[src/rtl/gpio_share_pkg.sv]
package gpio_share_pkg;
    localparam int DEF_PORT_W = 8;
    localparam int DEF_SEL_W  = 5;

    typedef enum logic {
        REG_VALUE = 1'b0,
        REG_DIR   = 1'b1
    } reg_sel_e;
endpackage

[src/rtl/chan_decode.sv]
module chan_decode #(
    parameter int PORT_W = 8,
    parameter int SEL_W  = 5
) (
    input  logic [SEL_W-1:0]  sel,
    output logic [PORT_W-1:0] claim
);
    // One comparator per pin; codes at or above PORT_W match nothing.
    for (genvar i = 0; i < PORT_W; i++) begin : g_cmp
        assign claim[i] = (sel == SEL_W'(i));
    end
endmodule

[src/rtl/port_regs.sv]
module port_regs #(
    parameter int PORT_W = 8
) (
    input  logic              clk,
    input  logic              rst_n,
    input  logic              wr,
    input  logic              addr,
    input  logic [PORT_W-1:0] wdata,
    output logic [PORT_W-1:0] latch,
    output logic [PORT_W-1:0] dir
);
    import gpio_share_pkg::*;

    typedef struct packed {
        logic [PORT_W-1:0] latch;
        logic [PORT_W-1:0] dir;
    } state_t;

    state_t st_d, st_q;

    always_comb begin
        st_d = st_q;
        if (wr) begin
            if (reg_sel_e'(addr) == REG_DIR) st_d.dir   = wdata;
            else                             st_d.latch = wdata;
        end
    end

    always_ff @(posedge clk or negedge rst_n) begin
        if (!rst_n) st_q <= '0;
        else        st_q <= st_d;
    end

    assign latch = st_q.latch;
    assign dir   = st_q.dir;
endmodule

[src/rtl/pin_mux.sv]
module pin_mux #(
    parameter int PORT_W = 8
) (
    input  logic              addr,
    input  logic [PORT_W-1:0] latch,
    input  logic [PORT_W-1:0] dir,
    input  logic [PORT_W-1:0] claim,
    input  logic [PORT_W-1:0] pin_in,
    output logic [PORT_W-1:0] oe,
    output logic [PORT_W-1:0] out,
    output logic [PORT_W-1:0] rdata
);
    import gpio_share_pkg::*;

    logic [PORT_W-1:0] value_rd;

    for (genvar i = 0; i < PORT_W; i++) begin : g_pin
        always_comb begin
            oe[i]  = dir[i] & ~claim[i];
            out[i] = latch[i] & ~claim[i];
            if (dir[i])        value_rd[i] = latch[i];
            else if (claim[i]) value_rd[i] = 1'b0;
            else               value_rd[i] = pin_in[i];
        end
    end

    assign rdata = (reg_sel_e'(addr) == REG_DIR) ? dir : value_rd;
endmodule

[src/rtl/shared_gpio_port.sv]
module shared_gpio_port #(
    parameter int PORT_W = gpio_share_pkg::DEF_PORT_W,
    parameter int SEL_W  = gpio_share_pkg::DEF_SEL_W
) (
    input  logic              clk,
    input  logic              rst_n,
    input  logic              bus_wr,
    input  logic              bus_addr,
    input  logic [PORT_W-1:0] bus_wdata,
    output logic [PORT_W-1:0] bus_rdata,
    input  logic [SEL_W-1:0]  adc_sel,
    input  logic [PORT_W-1:0] pin_in,
    output logic [PORT_W-1:0] pin_oe,
    output logic [PORT_W-1:0] pin_out
);
    logic [PORT_W-1:0] latch_w, dir_w, claim_w;

    chan_decode #(.PORT_W(PORT_W), .SEL_W(SEL_W)) u_dec (
        .sel   (adc_sel),
        .claim (claim_w)
    );

    port_regs #(.PORT_W(PORT_W)) u_regs (
        .clk   (clk),
        .rst_n (rst_n),
        .wr    (bus_wr),
        .addr  (bus_addr),
        .wdata (bus_wdata),
        .latch (latch_w),
        .dir   (dir_w)
    );

    pin_mux #(.PORT_W(PORT_W)) u_mux (
        .addr   (bus_addr),
        .latch  (latch_w),
        .dir    (dir_w),
        .claim  (claim_w),
        .pin_in (pin_in),
        .oe     (pin_oe),
        .out    (pin_out),
        .rdata  (bus_rdata)
    );
endmodule

[config.mk]
export PLATFORM = sky130hd
export DESIGN_NAME = shared_gpio_port
export DESIGN_NICKNAME = d
export VERILOG_FILES = /design/src/rtl/gpio_share_pkg.sv /design/src/rtl/chan_decode.sv /design/src/rtl/port_regs.sv /design/src/rtl/pin_mux.sv /design/src/rtl/shared_gpio_port.sv
export SDC_FILE = /design/constraint.sdc
export NUM_CORES = 1
export LEC_CHECK = 0
export BUFFER_PORTS_ARGS = -buffer_cell sky130_fd_sc_hd__buf_2
export CORE_AREA = 3 3 60 46
export DETAILED_ROUTE_END_ITERATION = 8
export DIE_AREA = 0 0 63 49
export HOLD_SLACK_MARGIN = 0.03
export PLACE_DENSITY = 0.87
export SLEW_MARGIN = 15
export SYNTH_ARGS = -nofsm -noshare
export SYNTH_HDL_FRONTEND = slang
export SYNTH_HIERARCHICAL = 1
export SYNTH_SLANG_ARGS = --single-unit
[constraint.sdc]
create_clock -name clk -period 1.5 [get_ports clk]
set_input_delay 0.3 -clock clk [delete_from_list [all_inputs] [get_ports clk]]
set_output_delay 0.3 -clock clk [all_outputs]
set_load 0.01 [all_outputs]
==> impl_metrics.ini <==
[grt]
track_usage_pct = 16.7
grt_remaining_overflow = 0
antenna_found_initial = 0
grt_max_degree = 19
grt_pass1_wl_mm = 4.06
grt_pass1_vias = 902

[yosys]
syn_avg_cell_area_sq_um = 11.0
ys_ff_latch = 16
yosysSeqAreaShare_pct = 40.8
netlist_area_sq_um = 982
synth_nets = 114
ys_warn_count = 6
synth_cell_types = 17
postSynthCellCount = 89

[critical_path]
crit_buf_inv = 2
worstPathRequired_ns = 1.20
cp_common_cell = buf_2
end_kind = output pin
setup.worst_path.class = input pin to output pin
r2r_slack_ns = 0.70
ff2ff_path_depth = 1
r2r-start = u_regs/dir[5]$_DFFE_PN0P_
worstPathMaxFanout = 5
rr_endpoint = u_regs/dir[5]$_DFFE_PN0P_
critical_path.slowest_cell = o41ai_2
worst_path_largest_cell_delay_ns = 0.30
cp_cell_sequence = buf_2 -> nand2b_1 -> nor2_2 -> o41ai_2 -> buf_2
worst_setup_path_start_kind = input pin
crit_arrival_ns = 1.28
path_delay_family = buffers and inverters

[power_and_ir_drop]
p_total_w = 0.00129
p_per_area_nw_per_um2 = 941
p_leak_nw = 0.664
max-vdd-ir-drop_v = 0.000504

[clock_tree]
cts_tree = built
cts_buffers = 3
post-cts-setup-buffer-count = 0
root_buffer = clkbuf_4
cts_max_path_buffers = 2
clkTransAtPathRegs_ns = 0.10
worstSkewPairLatency_ns = 0.29
cts_sinks = 16
htreeDepth = 1

[sta]
fin_crit_ns = 1.58
finalHoldViolCount = 0
slew_viol_final = 0
finalSetupViolCount = 13
period_share_pct = 105
finClkSkew_ns = 0
worst_slack_ns = -0.0762
slew-limit-headroom_pct = 74.2
tightest_slew_ns = 0.387
max_freq_mhz = 634
rsz0062_at_grt = true

[min_path]
hold_end = u_regs/latch[7]$_DFFE_PN0P_
hold_path_startpoint = bus_wdata[7]
hold_depth = 2
min_path_type = input pin to register

[floorplanning]
core_sq_um = 2150
die_x_um = 63
dieArea_sq_um = 3090
num_io_pins = 49
dieHeight_um = 49
placementRows = 14
start_util_pct = 45.6

[route]
wl_per_cell_um = 14.5
drc_errors = 0
viasPerCell = 4.99
initialDrtViolationCount = 34
drtPass1Iterations = 4
antenna_left = 0
routed_wl_mm = 2.50
vias = 859

[status]
status = complete, but fails checks
violations = negative setup slack

[place]
gp_congestion = 0.696
io_buffer_count = 48
dp_cells = 167
hpwl_mm = 1.90

[finish]
n_antenna_cell = 0
num-fill-cells = 196
area_delta_synth_final_pct = 39.1
fin_cells = 172
nets = 166
multiInputGateArea_sq_um = 597
seq_area_sq_um = 400
drive_gt1_share_pct = 60.7

[run]
maxCapViolCount = 0
final cells by class:
cell class              count  area share, %
clock buffers               4           2.66
inverters                   8           2.20
multi-input cells          63           43.7
flip-flops and latches     16           29.3
well taps                  32           2.93
repair buffers             49           19.2
Yosys cell counts:
cell,n,share of area (%)
nor3_2,2,2.0
o41ai_2,1,1.7
o21ai_0,8,4.1
or3b_4,1,1.1
buf_6,2,2.3
nand2_2,1,0.64
or3_4,1,1.1
nor2b_1,16,10
nor2_1,6,2.3
mux2_4,8,12
nand2b_1,2,1.3
dfrtp_1,16,41
nor2b_4,1,1.4
o41ai_1,7,6.2
nand2_1,1,0.38
inv_1,8,3.1
mux2_2,8,9.2
worst max path at each step:
stage / from / to / slack [ns] / depth (start not counted)
2_1_floorplan: adc_sel[2] / bus_rdata[6] / 0.08 / 3
4_1_cts: adc_sel[4] / bus_rdata[6] / -0.06 / 5
3_3_place_gp: adc_sel[4] / bus_rdata[3] / -0.11 / 5
6_report: adc_sel[1] / bus_rdata[5] / -0.08 / 5
3_5_place_dp: adc_sel[4] / bus_rdata[7] / -0.11 / 5
5_1_grt: adc_sel[0] / bus_rdata[2] / -0.11 / 5
cells by family after synthesis:
logic type	Yosys count	synth area share, %
mux	16	21.4
buf+inv	10	5.35
flops	16	40.8
compound gates	16	12.0
simple gates	31	20.5
routing by layer:
layer | part of all wire [%] | vias to the layer above | GRT usage [%]
met5 | 0 | - | 0
met4 | 0 | 0 | 2.20
met3 | 7.9 | 0 | 5.99
met2 | 51 | 37 | 30.6
met1 | 41 | 409 | 18.8
li1 | - | 413 | -
sequential cells by signal (all words and copies together), names as in the netlist:
name,cells
u_regs/latch,8
u_regs/dir,8
placed cells by master, fill, tap and decap left out, types with 2 or more instances in the layout:
cell type	Yosys	layout
buf_2	0	46
dfrtp_1	16	16
nand2_2	1	2
nor3_4	0	2
nor2_4	0	4
o41ai_2	1	3
buf_6	2	2
o41ai_1	7	5
inv_1	8	8
nor2_2	0	2
clkbuf_4	0	3
o21ai_0	8	8
nor2b_1	16	16
mux2_2	8	8
mux2_4	8	8
power by group:
part / total, W / switching [W] / internal [W]
Combinational: 0.000448 / 0.000210 / 0.000238
Sequential: 0.000548 / 0.0000530 / 0.000495
Clock: 0.000290 / 0.000142 / 0.000148
Total: 0.00129 / 0.000405 / 0.000881
stage by stage:
step	hold WS (ns)	instance area (sq um)	setup WS (ns)	utilization, %	setup TNS [ns]
CTS	0.232	1350	-0.0591	62.7	-0.428
detailed placement	0.246	1240	-0.110	57.5	-1.28
finish	0.245	1370	-0.0762	63.4	-0.395
global placement	0.221	1240	-0.109	57.5	-0.739
floorplan	0.00441	982	0.0820	-	0
global route	0.229	1370	-0.114	63.4	-1.22
repair_timing:
action	in CTS	in global routing
gates resized for setup	14	4
setup endpoints to repair	24	24
endpoints found under the hold margin	16	0
hold buffers	1	0
gates cloned	0	0
pin swaps	2	3
Power figures use the tool's default switching activity.
